--- src/rtl/xlat_pkg.sv ---
package xlat_pkg;

    // Where a refill lands
    typedef enum logic [1:0] {
        VIC_MATCH = 2'd0,   // same page number already stored
        VIC_FREE  = 2'd1,   // lowest empty slot
        VIC_RR    = 2'd2    // rotating eviction
    } vic_src_e;

    localparam int DEF_ENTRIES = 8;
    localparam int DEF_VPN_W   = 20;
    localparam int DEF_PFN_W   = 20;
    localparam int DEF_OFF_W   = 12;
    localparam int DEF_CNT_W   = 32;

    function automatic int idx_bits(input int n);
        return (n < 2) ? 1 : $clog2(n);
    endfunction

endpackage

--- src/rtl/xlat_match.sv ---
module xlat_match #(
    parameter int N     = 8,
    parameter int VPN_W = 20,
    parameter int PFN_W = 20
) (
    input  logic [N-1:0]            valid,
    input  logic [N-1:0][VPN_W-1:0] tags,
    input  logic [N-1:0][PFN_W-1:0] frames,
    input  logic [VPN_W-1:0]        probe,
    output logic [N-1:0]            hit_vec,
    output logic                    any_hit,
    output logic [PFN_W-1:0]        frame_out
);

    genvar g;
    generate
        for (g = 0; g < N; g++) begin : g_cmp
            assign hit_vec[g] = valid[g] && (tags[g] == probe);
        end
    endgenerate

    assign any_hit = |hit_vec;

    // At most one entry matches, so an OR of masked frames selects it
    always_comb begin
        frame_out = '0;
        for (int i = 0; i < N; i++) begin
            frame_out = frame_out | (frames[i] & {PFN_W{hit_vec[i]}});
        end
    end

endmodule

--- src/rtl/xlat_victim.sv ---
module xlat_victim
    import xlat_pkg::*;
#(
    parameter int N     = 8,
    parameter int IDX_W = 3
) (
    input  logic [N-1:0]     valid,
    input  logic [N-1:0]     same_vec,
    input  logic [IDX_W-1:0] rr_ptr,
    output logic [IDX_W-1:0] wr_idx,
    output vic_src_e         src
);

    logic             free_found;
    logic [IDX_W-1:0] free_idx;
    logic [IDX_W-1:0] same_idx;

    always_comb begin
        free_found = 1'b0;
        free_idx   = '0;
        for (int i = N - 1; i >= 0; i--) begin
            if (!valid[i]) begin
                free_found = 1'b1;
                free_idx   = IDX_W'(i);
            end
        end
    end

    always_comb begin
        same_idx = '0;
        for (int i = 0; i < N; i++) begin
            if (same_vec[i]) begin
                same_idx = IDX_W'(i);
            end
        end
    end

    always_comb begin
        if (|same_vec) begin
            src    = VIC_MATCH;
            wr_idx = same_idx;
        end else if (free_found) begin
            src    = VIC_FREE;
            wr_idx = free_idx;
        end else begin
            src    = VIC_RR;
            wr_idx = rr_ptr;
        end
    end

endmodule

--- src/rtl/xlat_counters.sv ---
module xlat_counters #(
    parameter int CNT_W = 32
) (
    input  logic             clk,
    input  logic             rst,
    input  logic             inc_hit,
    input  logic             inc_miss,
    output logic [CNT_W-1:0] hits,
    output logic [CNT_W-1:0] misses
);

    always_ff @(posedge clk) begin
        if (rst) begin
            hits   <= '0;
            misses <= '0;
        end else begin
            if (inc_hit)  hits   <= hits + CNT_W'(1);
            if (inc_miss) misses <= misses + CNT_W'(1);
        end
    end

endmodule

--- src/rtl/xlat_tlb.sv ---
module xlat_tlb
    import xlat_pkg::*;
#(
    parameter int ENTRIES = DEF_ENTRIES,
    parameter int VPN_W   = DEF_VPN_W,
    parameter int PFN_W   = DEF_PFN_W,
    parameter int OFF_W   = DEF_OFF_W,
    parameter int CNT_W   = DEF_CNT_W
) (
    input  logic                   clk,
    input  logic                   rst,
    input  logic                   lk_valid,
    input  logic [VPN_W+OFF_W-1:0] lk_vaddr,
    input  logic                   rf_valid,
    input  logic [VPN_W-1:0]       rf_vpn,
    input  logic [PFN_W-1:0]       rf_pfn,
    input  logic                   flush,
    output logic                   rsp_valid,
    output logic                   rsp_hit,
    output logic                   rsp_miss,
    output logic [PFN_W+OFF_W-1:0] rsp_paddr,
    output logic [CNT_W-1:0]       hit_count,
    output logic [CNT_W-1:0]       miss_count
);

    localparam int IDX_W = idx_bits(ENTRIES);
    localparam logic [IDX_W-1:0] LAST_IDX = IDX_W'(ENTRIES - 1);

    // Entry storage
    logic [ENTRIES-1:0]            valid_q;
    logic [ENTRIES-1:0][VPN_W-1:0] tag_q;
    logic [ENTRIES-1:0][PFN_W-1:0] frame_q;
    logic [IDX_W-1:0]              rr_q;

    // Lookup side
    logic [VPN_W-1:0]   look_vpn;
    logic [OFF_W-1:0]   look_off;
    logic [ENTRIES-1:0] look_hit_vec;
    logic               look_any;
    logic [PFN_W-1:0]   look_frame;
    logic               take_hit;
    logic               take_miss;

    // Refill side
    logic [ENTRIES-1:0] fill_same_vec;
    logic               fill_same_any;
    logic [PFN_W-1:0]   fill_unused_frame;
    logic [IDX_W-1:0]   fill_idx;
    vic_src_e           fill_src;

    assign look_vpn = lk_vaddr[VPN_W+OFF_W-1:OFF_W];
    assign look_off = lk_vaddr[OFF_W-1:0];

    xlat_match #(.N(ENTRIES), .VPN_W(VPN_W), .PFN_W(PFN_W)) u_look (
        .valid     (valid_q),
        .tags      (tag_q),
        .frames    (frame_q),
        .probe     (look_vpn),
        .hit_vec   (look_hit_vec),
        .any_hit   (look_any),
        .frame_out (look_frame)
    );

    xlat_match #(.N(ENTRIES), .VPN_W(VPN_W), .PFN_W(PFN_W)) u_fill_cmp (
        .valid     (valid_q),
        .tags      (tag_q),
        .frames    (frame_q),
        .probe     (rf_vpn),
        .hit_vec   (fill_same_vec),
        .any_hit   (fill_same_any),
        .frame_out (fill_unused_frame)
    );

    xlat_victim #(.N(ENTRIES), .IDX_W(IDX_W)) u_victim (
        .valid    (valid_q),
        .same_vec (fill_same_vec),
        .rr_ptr   (rr_q),
        .wr_idx   (fill_idx),
        .src      (fill_src)
    );

    // A flush in the same cycle forces the lookup to miss
    assign take_hit  = lk_valid && !flush && look_any;
    assign take_miss = lk_valid && !take_hit;

    // Valid bits and eviction pointer
    always_ff @(posedge clk) begin
        if (rst) begin
            valid_q <= '0;
            rr_q    <= '0;
        end else if (flush) begin
            valid_q <= '0;
        end else if (rf_valid) begin
            valid_q[fill_idx] <= 1'b1;
            if (fill_src == VIC_RR) begin
                rr_q <= (rr_q == LAST_IDX) ? '0 : rr_q + IDX_W'(1);
            end
        end
    end

    // Tag and frame payload, no reset needed
    always_ff @(posedge clk) begin
        if (!rst && !flush && rf_valid) begin
            tag_q[fill_idx]   <= rf_vpn;
            frame_q[fill_idx] <= rf_pfn;
        end
    end

    // Registered response
    always_ff @(posedge clk) begin
        if (rst) begin
            rsp_valid <= 1'b0;
            rsp_hit   <= 1'b0;
            rsp_miss  <= 1'b0;
            rsp_paddr <= '0;
        end else begin
            rsp_valid <= lk_valid;
            rsp_hit   <= take_hit;
            rsp_miss  <= take_miss;
            rsp_paddr <= take_hit ? {look_frame, look_off} : '0;
        end
    end

    xlat_counters #(.CNT_W(CNT_W)) u_cnt (
        .clk      (clk),
        .rst      (rst),
        .inc_hit  (take_hit),
        .inc_miss (take_miss),
        .hits     (hit_count),
        .misses   (miss_count)
    );

endmodule

--- config.mk ---
export PLATFORM = sky130hd
export DESIGN_NAME = xlat_tlb
export DESIGN_NICKNAME = d
export VERILOG_FILES = /design/src/rtl/xlat_pkg.sv /design/src/rtl/xlat_match.sv /design/src/rtl/xlat_victim.sv /design/src/rtl/xlat_counters.sv /design/src/rtl/xlat_tlb.sv
export SDC_FILE = /design/constraint.sdc
export NUM_CORES = 1
export LEC_CHECK = 0
export BUFFER_PORTS_ARGS = -buffer_cell sky130_fd_sc_hd__buf_2
export CORE_ASPECT_RATIO = 2
export CORE_MARGIN = 1
export CORE_UTILIZATION = 33
export DETAILED_ROUTE_END_ITERATION = 10
export HOLD_SLACK_MARGIN = 0.08
export SLEW_MARGIN = 20
export SYNTH_ARGS = -nofsm -noshare
export SYNTH_HDL_FRONTEND = slang
export SYNTH_SLANG_ARGS = --single-unit
--- constraint.sdc ---
create_clock -name clk -period 14.2 [get_ports clk]
set_input_delay 0.71 -clock clk [delete_from_list [all_inputs] [get_ports clk]]
set_output_delay 0.71 -clock clk [all_outputs]
set_load 0.05 [all_outputs]
==> run_results.csv <==
group,metric,value,unit
placed_design,dpl.hpwl,52900,µm
grt,grt_pass1_wl,103000,µm
drt,drc,0,
critical_path,worstReg2RegStart,"tag_q[31]",
synthesis,ys_ff_latch,430,
drt,via_per_inst,5.57,
floorplan,start_util,33.4,%
clocking,cts_setup_buffers,0,
grt,grt_max_degree,43,
critical_path,r2r_cells,8,
sta,max_slew_margin,29.7,%
floorplan,fp.dieW,175,µm
sta,tns,0,ns
grt,globalRouteOverflowTotal,0,
grt,antenna_found_initial,2,
critical_path,worst_setup_path_end_kind,"flip-flop",
critical_path,cp.required,14.45,ns
clocking,cts_tree,"yes",
floorplan,die_h,348,µm
synthesis,synth-edff-count,320,
sta,worst_slew_pin_slew,1.04,ns
drt,dr.pass1.iters,5,
floorplan,core,59000,µm²
synthesis,seq_area_frac_synth,59.9,%
drt,drtIter0Drc,897,
clocking,htree_levels,2,
outcome,status,"finished, final reports clean",
synthesis,synth_cell_type_count,65,
sta,hold_viol,0,
layout,layout_common_cells,"edfxtp_1 (320), xnor2_1 (230), buf_2 (175), dfxtp_1 (110), xor2_1 (108)",
critical_path,reg2reg_slack,9.81,ns
pwr,irDropWorstVdd,0.125,mV
placed_design,placed_cells,2431,
sta,fmax,224,MHz
sta,min_period,4.47,ns
pwr,cellPowerDensity,118,nW/µm²
synthesis,ys_warn_count,0,
sta,rsz0062_at_grt,"no",
critical_path,path_max_fanout,21,
floorplan,rows,126,
job,drv_cap,0,
critical_path,critPathArrivalTime,4.72,ns
sta,min_period_over_period,31.5,%
synthesis,syn_nets,1629,
floorplan,io_pins,176,
synthesis,avgSynthCellArea,12.7,µm²
synthesis,async_reset_ff_share,0,%
clocking,numClockSinks,430,
worst_hold_path,hp-class,"in -> reg",
critical_path,timing.rr.end,"frame_q[91]",
drt,dr_total_vias,14000,
clocking,root_buffer,"clkbuf_16",
sta,clock_skew,0.0166,ns
sta,finalMaxSlewViolations,0,
floorplan,dieArea,60800,µm²
clocking,cts_buffer_depth,3,
layout,drive_above_1_share,17.8,%
clocking,cts_hold_buf,0,
grt,grt_use_total,24.2,%
clocking,path_clk_slew,0.06,ns
worst_hold_path,holdPathStages,2,
layout,final_common_cell,"edfxtp_1",
worst_hold_path,min_to,"rsp_paddr[6]",
drt,final_antenna_net_count,0,
placed_design,gp_congestion,0.975,
layout,syn2layout_area_growth,15.6,%
synthesis,netlist_area,19700,µm²
drt,wl_per_cell,29.6,µm
layout,num-fill-cells,5709,
clocking,clock_latency,0.59,ns
synthesis,synth-main-ff-cell,"edfxtp_1",
synthesis,syn_inst,1548,
clocking,cts_made_buffers,42,
drt,drt-total-wl,74300,µm
critical_path,start_kind,"input pin",
sta,finalSetupViolCount,0,
pwr,p_leak,0.00739,µW
clocking,ctsResizeCount,0,
layout,final_cells,2509,
placed_design,port_buffers,175,
layout,nets,1788,
worst_hold_path,hp-start,"lk_vaddr[6]",
grt,first_global_vias,14400,
critical_path,path_class,"in -> reg",
## cells in the mapped netlist, drive strengths merged (14+ instances only)
library cell,number,area share (%)
buf,46,1.6
edfxtp,320,49
dfxtp,110,11
a22oi,40,1.5
nor2b,15,0.48
xnor2,230,10
clkbuf,39,0.74
a22o,22,0.98
and3,25,0.79
a21oi,39,1.0
nand4,98,3.1
a221oi,21,0.93
nor4,48,1.5
xor2,108,4.8
a31oi,20,0.63
nor2,50,0.97
nand2,34,0.65
inv,19,0.36
and4,17,0.76
or4,30,1.2
o21ai,23,0.64
or3,14,0.44
nand3,62,1.6
## cell families after synthesis
logic type,count (synthesis),synth area share [%]
buffers and inverters,104,2.70
and+or+nand+nor,450,13.6
AOI/OAI and AO/OA,211,7.85
muxes,11,0.603
xor gates and xnor gates,338,15.0
DFF,430,59.9
adders and majority gates,4,0.254
## power by group
part           leakage, µW  internal, µW  total [µW]  switching, µW
clock             0.000703           660        1170            508
combinational      0.00291          45.1         166            121
sequential         0.00377          1350        1360           3.92
## cell type report
type | count | area (µm²) | area share [%]
multi-input cells | 1014 | 7430 | 32.6
clock inverters | 19 | 221 | 0.972
inverters | 19 | 71.3 | 0.313
repair buffers | 200 | 1060 | 4.67
flip-flops and latches | 430 | 11800 | 51.9
clock buffers | 58 | 1210 | 5.33
well taps | 768 | 961 | 4.22
diodes | 1 | 2.50 | 0.0110
## layer usage
layer	vias to the layer above	global-route usage (%)	wire length [µm]
li1	6213	-	-
met1	6989	23.4	24700
met2	568	45.5	39800
met3	201	3.55	3740
met4	2	18.3	6080
met5	-	0	10
## critical path, cell delays in order
cell and delay [ns]:
buf_2 0.30, xnor2_1 0.73, nand4_1 0.16, nor4_1 0.43, and3b_1 0.25, a221oi_1 0.51
or3b_2 0.58, nor2_4 0.57, buf_4 0.45
## state kept, by name (all words and copies together) (netlist names)
name          flops
frame_q         160
rr_q              3
rsp_hit           1
rsp_miss          1
rsp_paddr        32
rsp_valid         1
tag_q           160
u_cnt.hits       32
u_cnt.misses     32
valid_q           8
## per-stage QoR
stage | instance area (µm²) | hold WS (ns) | power [µW] | worst slack [ns] | utilization, %
after floorplan | 19700 | 0.472 | 1470 | 9.23 | -
after global placement | 21300 | 0.467 | 1550 | 8.78 | 36.2
after detailed placement | 21300 | 0.490 | 1550 | 9.29 | 36.2
after CTS | 22800 | 0.318 | 2720 | 9.88 | 38.6
after global routing | 22800 | 0.341 | 2760 | 9.50 | 38.6
final | 22800 | 0.349 | 2690 | 9.73 | 38.6
## worst max-delay path by stage
stage / startpoint / to / slack (ns) / depth (start not counted)
after floorplan: rf_vpn[5] / frame_q[100] / 9.23 / 9
after global placement: lk_vaddr[20] / rsp_paddr[18] / 8.78 / 11
after detailed placement: rf_vpn[1] / frame_q[96] / 9.29 / 10
after CTS: rf_vpn[1] / frame_q[85] / 9.88 / 10
after global routing: rf_vpn[11] / frame_q[85] / 9.50 / 9
final: rf_vpn[11] / frame_q[91] / 9.73 / 9
(Power assumes the default switching activity.)
